==> src/rtl/dtg_pkg.sv <==
package dtg_pkg;

  typedef enum logic [1:0] {
    CLP_ALIAS  = 2'd0,
    CLP_PLAIN  = 2'd1,
    CLP_SHARED = 2'd2,
    CLP_INDEP  = 2'd3
  } clamp_mode_e;

  typedef struct packed {
    logic hi_main;
    logic lo_main;
    logic hi_clamp;
    logic lo_clamp;
  } gate_cmd_t;

  function automatic clamp_mode_e norm_mode(input logic [1:0] raw);
    clamp_mode_e m;
    m = clamp_mode_e'(raw);
    if (m == CLP_ALIAS) m = CLP_PLAIN;
    return m;
  endfunction

endpackage

==> src/rtl/dtg_sequencer.sv <==
module dtg_sequencer
  import dtg_pkg::*;
#(
  parameter int DT_W = 4
) (
  input  logic            clk,
  input  logic            rst_n,
  input  logic            pwm_in,
  input  logic [DT_W-1:0] dt_rise,
  input  logic [DT_W-1:0] dt_fall,
  input  logic [1:0]      mode_in,
  output logic            side_nx,
  output logic            dead_nx,
  output clamp_mode_e     mode_nx,
  output clamp_mode_e     mode_q
);

  localparam logic [DT_W-1:0] CNT_ZERO = '0;

  logic            side_q;
  logic            dead_q;
  logic [DT_W-1:0] cnt_q;
  logic [DT_W-1:0] cnt_nx;
  logic            edge_w;

  assign edge_w = (pwm_in != side_q);

  always_comb begin
    side_nx = side_q;
    dead_nx = dead_q;
    cnt_nx  = cnt_q;
    mode_nx = mode_q;
    if (edge_w) begin
      side_nx = pwm_in;
      dead_nx = 1'b1;
      cnt_nx  = pwm_in ? dt_rise : dt_fall;
      mode_nx = norm_mode(mode_in);
    end else if (dead_q) begin
      if (cnt_q == CNT_ZERO) dead_nx = 1'b0;
      else                   cnt_nx  = cnt_q - 1'b1;
    end
  end

  always_ff @(posedge clk or negedge rst_n) begin
    if (!rst_n) begin
      side_q <= 1'b0;
      dead_q <= 1'b1;
      cnt_q  <= CNT_ZERO;
      mode_q <= CLP_PLAIN;
    end else begin
      side_q <= side_nx;
      dead_q <= dead_nx;
      cnt_q  <= cnt_nx;
      mode_q <= mode_nx;
    end
  end

endmodule

==> src/rtl/dtg_policy.sv <==
module dtg_policy
  import dtg_pkg::*;
#(
  parameter int N_SIDES = 2
) (
  input  logic        side,
  input  logic        dead,
  input  clamp_mode_e mode,
  output gate_cmd_t   cmd
);

  logic [N_SIDES-1:0] main_v;
  logic [N_SIDES-1:0] clamp_v;

  // index 1 is the high side, index 0 the low side
  for (genvar i = 0; i < N_SIDES; i++) begin : g_side
    logic owns;
    assign owns = (i == 1) ? side : !side;
    assign main_v[i] = owns && !dead;
    always_comb begin
      case (mode)
        CLP_SHARED: clamp_v[i] = dead;
        CLP_INDEP:  clamp_v[i] = owns && !dead;
        default:    clamp_v[i] = 1'b0;
      endcase
    end
  end

  assign cmd.hi_main  = main_v[1];
  assign cmd.lo_main  = main_v[0];
  assign cmd.hi_clamp = clamp_v[1];
  assign cmd.lo_clamp = clamp_v[0];

endmodule

==> src/rtl/dt_clamp_gatectl.sv <==
module dt_clamp_gatectl
  import dtg_pkg::*;
#(
  parameter int DT_W = 4
) (
  input  logic            clk,
  input  logic            rst_n,
  input  logic            pwm_in,
  input  logic            phase_en,
  input  logic [DT_W-1:0] dt_rise,
  input  logic [DT_W-1:0] dt_fall,
  input  logic [1:0]      clamp_mode,
  output logic            gate_hi_main,
  output logic            gate_lo_main,
  output logic            gate_hi_clamp,
  output logic            gate_lo_clamp
);

  logic        side_nx;
  logic        dead_nx;
  clamp_mode_e mode_nx;
  clamp_mode_e mode_cur;
  gate_cmd_t   cmd_nx;
  gate_cmd_t   gate_q;

  dtg_sequencer #(.DT_W(DT_W)) u_seq (
    .clk     (clk),
    .rst_n   (rst_n),
    .pwm_in  (pwm_in),
    .dt_rise (dt_rise),
    .dt_fall (dt_fall),
    .mode_in (clamp_mode),
    .side_nx (side_nx),
    .dead_nx (dead_nx),
    .mode_nx (mode_nx),
    .mode_q  (mode_cur)
  );

  dtg_policy #(.N_SIDES(2)) u_pol (
    .side (side_nx),
    .dead (dead_nx),
    .mode (mode_nx),
    .cmd  (cmd_nx)
  );

  always_ff @(posedge clk or negedge rst_n) begin
    if (!rst_n)        gate_q <= '0;
    else if (phase_en) gate_q <= cmd_nx;
    else               gate_q <= '0;
  end

  assign gate_hi_main  = gate_q.hi_main;
  assign gate_lo_main  = gate_q.lo_main;
  assign gate_hi_clamp = gate_q.hi_clamp;
  assign gate_lo_clamp = gate_q.lo_clamp;

endmodule

==> config.mk <==
export PLATFORM = sky130hd
export DESIGN_NAME = dt_clamp_gatectl
export DESIGN_NICKNAME = d
export VERILOG_FILES = /design/src/rtl/dtg_pkg.sv /design/src/rtl/dtg_sequencer.sv /design/src/rtl/dtg_policy.sv /design/src/rtl/dt_clamp_gatectl.sv
export SDC_FILE = /design/constraint.sdc
export NUM_CORES = 1
export LEC_CHECK = 0
export BUFFER_PORTS_ARGS = -buffer_cell sky130_fd_sc_hd__buf_4
export CAP_MARGIN = 25
export CORE_AREA = 2 2 39 41
export DETAILED_ROUTE_END_ITERATION = 12
export DIE_AREA = 0 0 41 43
export HOLD_SLACK_MARGIN = 0.05
export PLACE_DENSITY_LB_ADDON = 0.2
export SLEW_MARGIN = 20
export SYNTH_ARGS = -nofsm -noshare
export SYNTH_HDL_FRONTEND = slang
export SYNTH_HIERARCHICAL = 1
export SYNTH_SLANG_ARGS = --single-unit
==> constraint.sdc <==
create_clock -name clk -period 5.3 [get_ports clk]
set_input_delay 0.265 -clock clk [delete_from_list [all_inputs] [get_ports clk]]
set_output_delay 0.265 -clock clk [all_outputs]
set_load 0.01 [all_outputs]
; ---- Word level (Yosys, flattened, before mapping)
; Cells that the tools add are included.
[op_classes]
eq_ne = 4
add_sub_neg = 1
muxes = 13
n_reduce_logical = 8
[op_table]
columns = cell, n
row1 = 4-bit two-way mux, 5
row2 = "2-bit equality test, second input constant", 2
row3 = 4-bit logical NOT, 1
row4 = 1-bit two-way mux, 4
row5 = 2-bit two-way mux, 2
row6 = 1-bit one-hot mux with 2 select lines, 2
row7 = "4-bit by 1-bit subtractor with 4-bit output, second input constant", 1
row8 = 1-bit logical AND, 2
row9 = 1-bit logical NOT, 2
row10 = 2-bit logical NOT, 1
row11 = "2-bit by 1-bit inequality test with 1-bit output, second input constant", 1
row12 = 2-bit AND reduction, 1
row13 = 2-bit nonzero test, 1
row14 = 1-bit inequality test, 1
[word_totals]
out_inout_bits = 4
ff_bits = 12
elab_cells = 34

; ---- Longest topological paths before layout
; Gate-level depths: netlist (run 1).
[depth]
ltp_word = 8
ltp_mapped = 8

; ---- Modules after synthesis
; Netlist (run 1), hierarchy kept.
[by_module_without_submodules]
columns = module, cells_per_inst, instances, area_each_um2, seq_area_each_um2
row1 = dtg_sequencer, 44, 1, 457.9, 202.7
row2 = dt_clamp_gatectl, 8, 1, 125.1, 100.1
row3 = dtg_policy, 7, 1, 46.3, 0.0

; ---- Worst setup path before layout (run 1)
; OpenSTA, ideal clock, no wires.
[synth_path]
path_type = register -> register
start = register u_seq.side_q
end = register gate_q (netlist bit gate_lo_clamp)
t_arrival_ps = 1542
path_slack_ps = 3639
required_ps = 5181
n_path_buf = 1
stages_incl_launch_ff = 9
synth_period_minus_slack_ps = 1661
path_cell_list = dfrtp_1 -> inv_1 -> ha_1 -> clkbuf_1 -> nor2_1 -> a21oi_1 -> nand3b_1 -> o31ai_2 -> and2_1
[synth_lines]
columns = element, line
row1 = start: declaration, dtg_sequencer.sv:20  ; logic side_q;
row2 = start signal: assignment, dtg_sequencer.sv:51  ; side_q <= side_nx;
row3 = end signal: assignment, dt_clamp_gatectl.sv:48  ; else if (phase_en) gate_q <= cmd_nx;
row4 = end: declaration, dt_clamp_gatectl.sv:24  ; gate_cmd_t gate_q;

==> results.ini, run 1 <==
[routing]
wl_per_cell_um = 11.5
route.detailed.drc = 0
via_per_inst = 5.17
ant_nets = 0
first_iter_violations = 4
totalWireLength_um = 1100
firstDrtPassIters = 4
vias = 496

[critical_path]
critical_path_arrival_ns = 2.00
reg2reg_from = u_seq/cnt_q[0]$_DFFE_PN0P_
slowest_delay_ns = 0.45
end_kind = register
crit_fanout = 5
ff2ff_setup_slack_ns = 3.47
cp_num_cells = 7
worstPathCellList = inv_1 -> ha_1 -> nor3b_2 -> o21ai_0 -> nand2b_1 -> o21ai_2 -> and2_1
reg2reg_to = gate_hi_clamp$_DFF_PN0_
cp_top_family = simple AND/OR/NAND/NOR gates
start_kind = register
required_ns = 5.46
r2r_cells = 7
crit_buf_inv = 1
crit_type = reg2reg
cp_slowest_cell = o21ai_0

[pwr]
irDropWorstVdd_mv = 0.202
total_power_mw = 0.306
power.density_nw_per_um2 = 373
power_leakage_nw = 0.403

[logic_synthesis]
yosys_warnings = 6
synth_common_cells = 10 x dfrtp_1, 5 x o21ai_0, 4 x and2_1, 4 x inv_1, 4 x nor2b_1
synth_edf_count = 0
yosys.area.top_type = dfrtp_1
synthArstFlopShare = 1.00
syn_nets = 76
synth_cell_types = 26
netlist_instances = 59
synth.most_common_cell = dfrtp_1
synth-seq-cells = 12
synth-main-ff-cell = dfrtp_1
syn_area_per_cell_um2 = 10.7
ys_seq_area_frac = 0.481
synth_area_leaders = dfrtp_1 40%, dfstp_2 8.3%, ha_1 6.0%
synthesis.area_um2 = 629
synth.top_cell.area_share = 0.398

[worst_hold_path]
min_from = clamp_mode[1]
hold_depth = 2
hp-class = in2reg
min_to = u_seq/mode_q[0]$_DFF_PN1_

[grt]
track_usage = 0.167
grtUsageMet3 = 0.0471
grt_antenna_before_repair = 0
grt_overflow_total = 0
use_met1 = 0.198
use_met2 = 0.263
grt_pass1_wl_um = 1940
first_global_vias = 476
grt_max_degree = 13
busiest_layer = met2

[sta]
rsz0062_at_grt = false
setup_viol = 0
worst_pin_slew_ns = 0.541
fmax_mhz = 546
fin_setup_tns_ns = 0
fin_worst_skew_ns = 0.000658
period_minus_slack_ns = 1.83
hold_violations = 0
fin_ws_ns = 3.47
slew_violations = 0
slew_headroom = 0.636
finalCritPeriodShare = 0.346

[clock_network]
cts_made_buffers = 3
clk_latency_ns = 0.27
htreeDepth = 1
clock_path_buffers = 2
clkSlewWorstSetupHoldPaths_ns = 0.08
root_buffer = clkbuf_4
ctsResizeCount = 0
cts_tree = built
clock-sinks = 12

[final_layout]
layout.nets = 98
antenna_cells = 0
drive_above_1_share = 0.388
utilization = 0.592
syn_to_final_growth_pct = 30.2

[placement]
hpwlAfterDp_um = 878
portBuffers = 17
place_ws_ns = 3.47
place_congestion = 0.642

[die]
die_area_um2 = 1760
core-area_um2 = 1380
io_pins = 18
fp.dieW_um = 41
die_h_um = 43
rows = 14
initial_core_util = 0.455

[outcome]
outcome = complete, no violations

[job]
cap_violations = 0

==> layer usage <==
| metal | up-vias | wire length, um |
|---|---|---|
| met3 | 2 | 20 |
| met5 | - | 0 |
| met2 | 3 | 598 |
| met1 | 241 | 477 |
| met4 | 0 | 6 |
| li1 | 250 | - |
==> placed cells by master, fill, tap and decap left out, drive strengths merged, types with 2 or more instances in the layout <==
master and n:
a211oi 3, a21oi 2, a31oi 2, and2 4, buf 17, clkbuf 4
dfrtp 10, dfstp 2, ha 3, inv 5, mux2i 2, nor2 3
nor2b 4, o21ai 6, or3 2
==> through the flow <==
step / cell area [um2] / cells / hold WS, ns
6_report: 820 / 96 / 0.165
5_1_grt: 820 / 96 / 0.177
4_1_cts: 820 / 96 / 0.158
3_5_place_dp: 773 / 91 / 0.112
3_3_place_gp: 773 / 91 / 0.113
2_1_floorplan: 629 / 59 / -0.0306
==> cell families (layout without fill, tap and decap cells) <==
logic type | count (synthesis) | after routing | share of synthesized area
adder cells (fa/ha/maj) | 3 | 3 | 0.0596
buffers and inverters | 6 | 27 | 0.0358
AO/OA/AOI/OAI | 15 | 15 | 0.157
multiplexers | 3 | 3 | 0.0497
AND/OR/NAND/NOR | 20 | 20 | 0.217
flip-flops | 12 | 12 | 0.481
==> how the worst max path moves through the flow <==
| stage | endpoint | startpoint |
|---|---|---|
| after floorplan | gate_lo_clamp$_DFF_PN0_ | u_seq/side_q$_DFF_PN0_ |
| after global placement | gate_lo_clamp$_DFF_PN0_ | pwm_in |
| after detailed placement | gate_hi_clamp$_DFF_PN0_ | u_seq/cnt_q[0]$_DFFE_PN0P_ |
| after CTS | gate_hi_clamp$_DFF_PN0_ | u_seq/cnt_q[0]$_DFFE_PN0P_ |
| after global routing | gate_lo_clamp$_DFF_PN0_ | u_seq/cnt_q[0]$_DFFE_PN0P_ |
| final | gate_hi_clamp$_DFF_PN0_ | u_seq/cnt_q[0]$_DFFE_PN0P_ |
==> report_power, final <==
part | internal [mW] | leakage, nW | switching (mW)
sequential | 0.116 | 0.147 | 0.0189
clock | 0.0417 | 0.0210 | 0.0304
combinational | 0.0520 | 0.235 | 0.0470
==> repair_timing <==
item / 4_1_cts / 5_1_grt
endpoints found under the hold margin: 12 / 0
hold buffers: 1 / 0
setup buffers: 0 / 0
==> sequential cells by signal (all words and copies together), names as in the netlist <==
signal and flops:
u_seq/cnt_q 4, u_seq/mode_q 2, gate_hi_clamp 1, gate_hi_main 1
gate_lo_clamp 1, gate_lo_main 1, u_seq/dead_q 1, u_seq/side_q 1
==> layout make-up <==
| type | instances | area (um2) |
|---|---|---|
| Multi-Input combinational cell | 41 | 304 |
| Sequential cell | 12 | 303 |
| Tap cell | 16 | 20.0 |
| Fill cell | 128 | 564 |
| Inverter | 5 | 18.8 |
| Timing Repair Buffer | 18 | 138 |
| Clock buffer | 4 | 36.3 |
(Power assumes the default switching activity.)
==> inputs of run 2 (changes only) <==
- CORE_AREA: 2 2 39 41 -> not set
- CORE_MARGIN: not set -> 1.5
- CORE_UTILIZATION: not set -> 48
- DIE_AREA: 0 0 41 43 -> not set
- clock period: 5.3 -> 1.7 ns (I/O delays scaled with it)
==> run 2 against run 1 <==
Maximum frequency is 17% higher. Combinational power grew to 3.9 times the previous value. Cell count is 4.2% higher. Wire length up 6.4%. Worst setup slack got worse by 3.3 ns. Via count increased by 7.9%. Total power grew to 3.3 times the previous value. Clock-buffer cell count is the same. Critical path type unchanged. Final area rose by 7.8%.
==> results.ini, run 2 (same netlist as run 1, synthesis figures left out) <==
[worst_hold_path]
hp-class = in2reg

[routing]
wl_per_cell_um = 11.7  ; +2.2%
highest_layer = met3
vias = 535  ; +7.9%
route.detailed.drc = 0  ; unchanged
totalWireLength_um = 1170  ; +6.4%
firstDrtPassIters = 4  ; unchanged
met1_length_um = 425  ; -11%
first_iter_violations = 8  ; +4
ant_nets = 0  ; unchanged
via_per_inst = 5.35  ; +3.5%
wl_met3_um = 54  ; +170%
wl_met2_um = 694  ; +16%

[final_layout]
reg_top3 = u_seq/cnt_q x4, u_seq/mode_q x2
design_area_um2 = 883  ; +7.8%
layout.nets = 104  ; +6.1%
fillerInstances = 88  ; -31%
final_cell_mix = 21 x buf_4, 10 x dfrtp_1
syn_to_final_growth_pct = 40.4
largest-register = u_seq/cnt_q
largest_register_ffs = 4  ; unchanged
fin_cells = 100  ; +4.2%
multi_input_area_um2 = 320  ; +5.3%
final_common_cell = buf_4
antenna_cells = 0  ; unchanged
drive_above_1_share = 0.442  ; +0.0544
regArea_um2 = 303  ; unchanged

[die]
core-area_um2 = 1160  ; -16%
rows = 12  ; -2
die_area_um2 = 1540  ; -13%
initial_core_util = 0.544  ; +0.0896
fp.dieW_um = 39.2  ; -4.4%
die_h_um = 39.2  ; -8.8%
io_pins = 18  ; unchanged

[critical_path]
worstPathCellList = inv_1 -> ha_2 -> mux2_2 -> nand3b_1 -> o21ai_2 -> and2_1
end_kind = register
required_ns = 1.86  ; -3.60 ns
critical_path_arrival_ns = 1.73  ; -0.27 ns
cp_top_family = multiplexers
cp_slowest_cell = mux2_2
crit_type = reg2reg
crit_fanout = 5  ; unchanged
slowest_delay_ns = 0.37  ; -0.08 ns
crit_buf_inv = 1  ; unchanged
start_kind = register

[grt]
grt_antenna_before_repair = 0  ; unchanged
grt_overflow_total = 0  ; unchanged
grt_max_degree = 13  ; unchanged
grt_pass1_wl_um = 2120  ; +9.3%
track_usage = 0.216  ; +0.0492
first_global_vias = 523  ; +9.9%

[clock_network]
htreeDepth = 1  ; unchanged
clock-sinks = 12  ; unchanged
clk_latency_ns = 0.27  ; about the same
cts_made_buffers = 3  ; unchanged
cts_tree = built
root_buffer = clkbuf_4
cts_setup_buffers = 0  ; unchanged
clkSlewWorstSetupHoldPaths_ns = 0.07  ; about the same
clock_path_buffers = 2  ; unchanged

[placement]
placed_cell_area_um2 = 801  ; +3.6%
place_inst = 93  ; +2.2%
place_congestion = 0.677  ; +5.4%
portBuffers = 17  ; unchanged

[sta]
slew_headroom = 0.804  ; +0.169
fin_setup_tns_ns = 0  ; unchanged
worst_pin_slew_ns = 0.293  ; -0.248 ns
slew_violations = 0  ; unchanged
hold_violations = 0  ; unchanged
rsz0062_at_grt = false
finalCritPeriodShare = 0.924  ; +0.579
setup_viol = 0  ; unchanged
fmax_mhz = 636  ; +17%
fin_worst_skew_ns = 0.00622  ; +0.00556 ns
period_minus_slack_ns = 1.57  ; -0.261 ns

[job]
cap_violations = 0  ; unchanged

[pwr]
total_power_mw = 1.02  ; +230%
power.density_nw_per_um2 = 1160  ; +210%
irDropWorstVdd_mv = 0.676  ; +230%
power_leakage_nw = 0.433  ; +7.5%

[outcome]
outcome = complete, no violations

-- run 2: routing by layer --
layer	up-vias	track usage
li1	265	-
met1	257	0.218
met2	13	0.404
met3	0	0.0867
met4	0	0.0517
met5	-	0
-- run 2: path summary, 6_finish.rpt --
| check | from | endpoint | slack, ns | cells after the start |
|---|---|---|---|---|
| max | u_seq/side_q$_DFF_PN0_ | gate_hi_clamp$_DFF_PN0_ | 0.13 | 6 |
| min | dt_rise[3] | u_seq/cnt_q[3]$_DFFE_PN0P_ | 0.09 | 3 |
| max reg2reg | u_seq/side_q$_DFF_PN0_ | gate_hi_clamp$_DFF_PN0_ | 0.13 | 6 |
| min reg2reg | u_seq/mode_q[1]$_DFF_PN0_ | u_seq/mode_q[1]$_DFF_PN0_ | 0.52 | 1 |
| max in group asynchronous | rst_n | u_seq/mode_q[0]$_DFF_PN1_ | 1.29 | 2 |
| min in group asynchronous | rst_n | u_seq/cnt_q[2]$_DFFE_PN0P_ | 0.18 | 2 |
-- run 2: area by class of cell --
| class | instances | share of cell area |
|---|---|---|
| repair buffers | 24 | 0.212 |
| clock buffers | 4 | 0.0411 |
| flip-flops and latches | 12 | 0.343 |
| well taps | 14 | 0.0198 |
| inverters | 5 | 0.0212 |
| multi-input cells | 41 | 0.363 |
-- run 2: power breakdown --
group	internal [mW]	switching [mW]	leakage [nW]	total (mW)
clock network	0.130	0.0875	0.0210	0.217
logic	0.213	0.173	0.266	0.386
registers	0.362	0.0589	0.147	0.421
-- run 2: what timing repair did --
item                                   4_1_cts  5_1_grt
endpoints found under the hold margin       16        0
hold buffers                                 3        0
setup endpoints to repair                    0        4
resized for setup                            0        5
-- run 2: worst register-to-register path: cells and delay by family (launching register included) --
family,cells,cell delay (ns)
AO/OA/AOI/OAI,1,0.06
adder cells (fa/ha/maj),1,0.36
AND/OR/NAND/NOR,2,0.29
buffers and inverters,1,0.05
flip-flops,1,0.35
multiplexers,1,0.37
-- run 2: through the flow --
stage          worst slack (ns)  hold slack (ns)   util
3_5_place_dp             0.0682          -0.0686  0.693
2_1_floorplan            0.0394           -0.211      -
5_1_grt                  0.0104           0.0921  0.764
6_report                  0.129           0.0861  0.764
4_1_cts                  0.0461           0.0848  0.750
3_3_place_gp              0.122          -0.0677  0.693
==> inputs of run 3 (changes only) <==
- CORE_ASPECT_RATIO: not set -> 1.1
- CORE_UTILIZATION: 48 -> 42
==> run 3 against run 2 <==
Combinational power down 3%. Final area down 0.42%. Non-clock buffer count unchanged. Critical path depth unchanged. Critical path type unchanged. Largest cell class unchanged.
==> results.ini, run 3 (same netlist as run 1, synthesis figures left out) <==
[outcome]
outcome = complete, no violations

[placement]
portBuffers = 17  ; unchanged
place_congestion = 0.666  ; -1.6%
hpwlAfterDp_um = 909
placed_cell_area_um2 = 803  ; +0.31%

[final_layout]
largest-register = u_seq/cnt_q
design_area_um2 = 880  ; -0.42%
syn_to_final_growth_pct = 39.8
layout.nets = 104  ; unchanged
largest_register_ffs = 4  ; unchanged
fillerInstances = 126  ; +43%
reg_top3 = u_seq/cnt_q x4, u_seq/mode_q x2
antenna_cells = 0  ; unchanged
final_cell_mix = 21 x buf_4, 10 x dfrtp_1
drive_above_1_share = 0.419  ; -0.0233
final_common_cell = buf_4

[die]
die_h_um = 43.6  ; +11%
fp.dieW_um = 39.9  ; +1.8%
core-area_um2 = 1380  ; +20%
rows = 14  ; +2
initial_core_util = 0.455  ; -0.0896
io_pins = 18  ; unchanged
die_area_um2 = 1740  ; +13%

[clock_network]
cts_made_buffers = 3  ; unchanged
htreeDepth = 1  ; unchanged
clock_path_buffers = 2  ; unchanged
clock-sinks = 12  ; unchanged
cts_tree = built
clk_latency_ns = 0.27  ; about the same
clkSlewWorstSetupHoldPaths_ns = 0.08  ; about the same
root_buffer = clkbuf_4

[critical_path]
reg2reg_from = u_seq/side_q$_DFF_PN0_
slowest_delay_ns = 0.37  ; about the same
end_kind = register
cp_top_family = multiplexers
critical_path_arrival_ns = 1.76  ; +0.03 ns
r2r_cells = 6  ; unchanged
reg2reg_to = gate_hi_clamp$_DFF_PN0_
cp_slowest_cell = mux2_2
worstPathCellList = inv_1 -> ha_1 -> mux2_2 -> nand3b_1 -> o21ai_2 -> and2_1
crit_buf_inv = 1  ; unchanged
required_ns = 1.86  ; about the same
ff2ff_setup_slack_ns = 0.11  ; -0.02 ns
start_kind = register
crit_type = reg2reg
crit_fanout = 5  ; unchanged

[sta]
rsz0062_at_grt = false
setup_viol = 0  ; unchanged
fin_worst_skew_ns = 0.00437  ; -0.00184 ns
slew_violations = 0  ; unchanged
fmax_mhz = 628  ; -1.3%
fin_setup_tns_ns = 0  ; unchanged
slew_headroom = 0.802  ; -0.00216
worst_pin_slew_ns = 0.296  ; +0.00323 ns
period_minus_slack_ns = 1.59  ; +0.0209 ns
whs_ns = 0.0946  ; +0.00852 ns
hold_violations = 0  ; unchanged
finalCritPeriodShare = 0.937  ; +0.0123

[pwr]
p_sw_mw = 0.321  ; +0.64%
power.density_nw_per_um2 = 1160  ; +0.36%
netSwitchingFraction = 0.314  ; +0.00219
seq_power_share = 0.411  ; about the same
clockPowerShare = 0.223  ; +0.011
total_power_mw = 1.02  ; about the same
power_leakage_nw = 0.434  ; +0.23%
irDropWorstVdd_mv = 0.563  ; -17%
p_int_mw = 0.702  ; -0.38%
p_comb_frac = 0.366  ; -0.011

[grt]
track_usage = 0.178  ; -0.0378
grt_max_degree = 13  ; unchanged
grt_overflow_total = 0  ; unchanged
grt_antenna_before_repair = 0  ; unchanged
grt_pass1_wl_um = 2080  ; -2.0%
first_global_vias = 509  ; -2.7%

[routing]
vias = 523  ; -2.2%
first_iter_violations = 4  ; -4
ant_nets = 0  ; unchanged
totalWireLength_um = 1170  ; -0.68%
firstDrtPassIters = 4  ; unchanged
route.detailed.drc = 0  ; unchanged
via_per_inst = 5.13  ; -4.2%
wl_per_cell_um = 11.4  ; -2.6%

[job]
cap_violations = 0  ; unchanged

[worst_hold_path]
min_to = u_seq/cnt_q[3]$_DFFE_PN0P_
hp-class = in2reg
hold_depth = 3  ; unchanged
min_from = dt_rise[3]

run 3: changes by cell type in the layout (fill, tap and decap cells not counted):
cell,delta
ha_1,+1
ha_2,-1
o21ai_1,+1
o21ai_2,-1
run 3: timing repair:
| item | CTS | global route |
|---|---|---|
| hold buffers | 3 | 0 |
| resized for setup | 0 | 3 |
| buffers inserted | 0 | 0 |
| hold endpoints to repair | 17 | 0 |
| endpoints found under the setup margin | 0 | 3 |
run 3: area by class of cell:
| cell class | instances | area, um2 | area share |
|---|---|---|---|
| clock buffers | 4 | 36.3 | 0.0413 |
| inverters | 5 | 18.8 | 0.0213 |
| multi-input cells | 41 | 314 | 0.357 |
| flip-flops and latches | 12 | 303 | 0.344 |
| well taps | 16 | 20.0 | 0.0228 |
| repair buffers | 24 | 188 | 0.213 |
run 3: stage by stage:
step                      worst slack [ns]  cells  utilization
final                                0.108    102        0.636
after global routing               0.00416    102        0.636
after CTS                           0.0855    102        0.628
after detailed placement             0.104     95        0.580
after global placement               0.126     95        0.580
after floorplan                     0.0394     59            -
run 3: power groups by stage:
stage,Clock (mW),Combinational [mW],Sequential [mW]
detailed placement,0,0.358,0.422
CTS,0.242,0.365,0.416
global placement,0,0.353,0.415
global route,0.253,0.421,0.432
floorplan,0,0.224,0.416
finish,0.228,0.375,0.421
run 3: worst reg2reg max path, delay by kind of cell (launching register included):
kind	cells	cell delay, ns
compound gates	1	0.06
fa+ha+maj	1	0.34
flops	1	0.36
buf+inv	1	0.05
simple gates	2	0.29
mux	1	0.37
run 3: routing by layer:
| metal | vias up | global-route usage | wire [um] |
|---|---|---|---|
| li1 | 265 | - | - |
| met1 | 253 | 0.221 | 473 |
| met2 | 3 | 0.281 | 666 |
| met3 | 2 | 0.0308 | 19 |
| met4 | 0 | 0.103 | 6 |
| met5 | - | 0 | 0 |
run 3: how the worst max path moves through the flow:
| stage | from | to | slack (ns) | cells past startpoint |
|---|---|---|---|---|
| 4_1_cts | u_seq/side_q$_DFF_PN0_ | gate_hi_clamp$_DFF_PN0_ | 0.09 | 7 |
| 6_report | u_seq/side_q$_DFF_PN0_ | gate_hi_clamp$_DFF_PN0_ | 0.11 | 6 |
| 2_1_floorplan | u_seq/side_q$_DFF_PN0_ | gate_lo_clamp$_DFF_PN0_ | 0.04 | 8 |
| 3_5_place_dp | u_seq/side_q$_DFF_PN0_ | gate_hi_clamp$_DFF_PN0_ | 0.10 | 7 |
| 3_3_place_gp | u_seq/side_q$_DFF_PN0_ | gate_hi_clamp$_DFF_PN0_ | 0.13 | 7 |
| 5_1_grt | u_seq/cnt_q[1]$_DFFE_PN0P_ | gate_lo_clamp$_DFF_PN0_ | 0.004 | 7 |
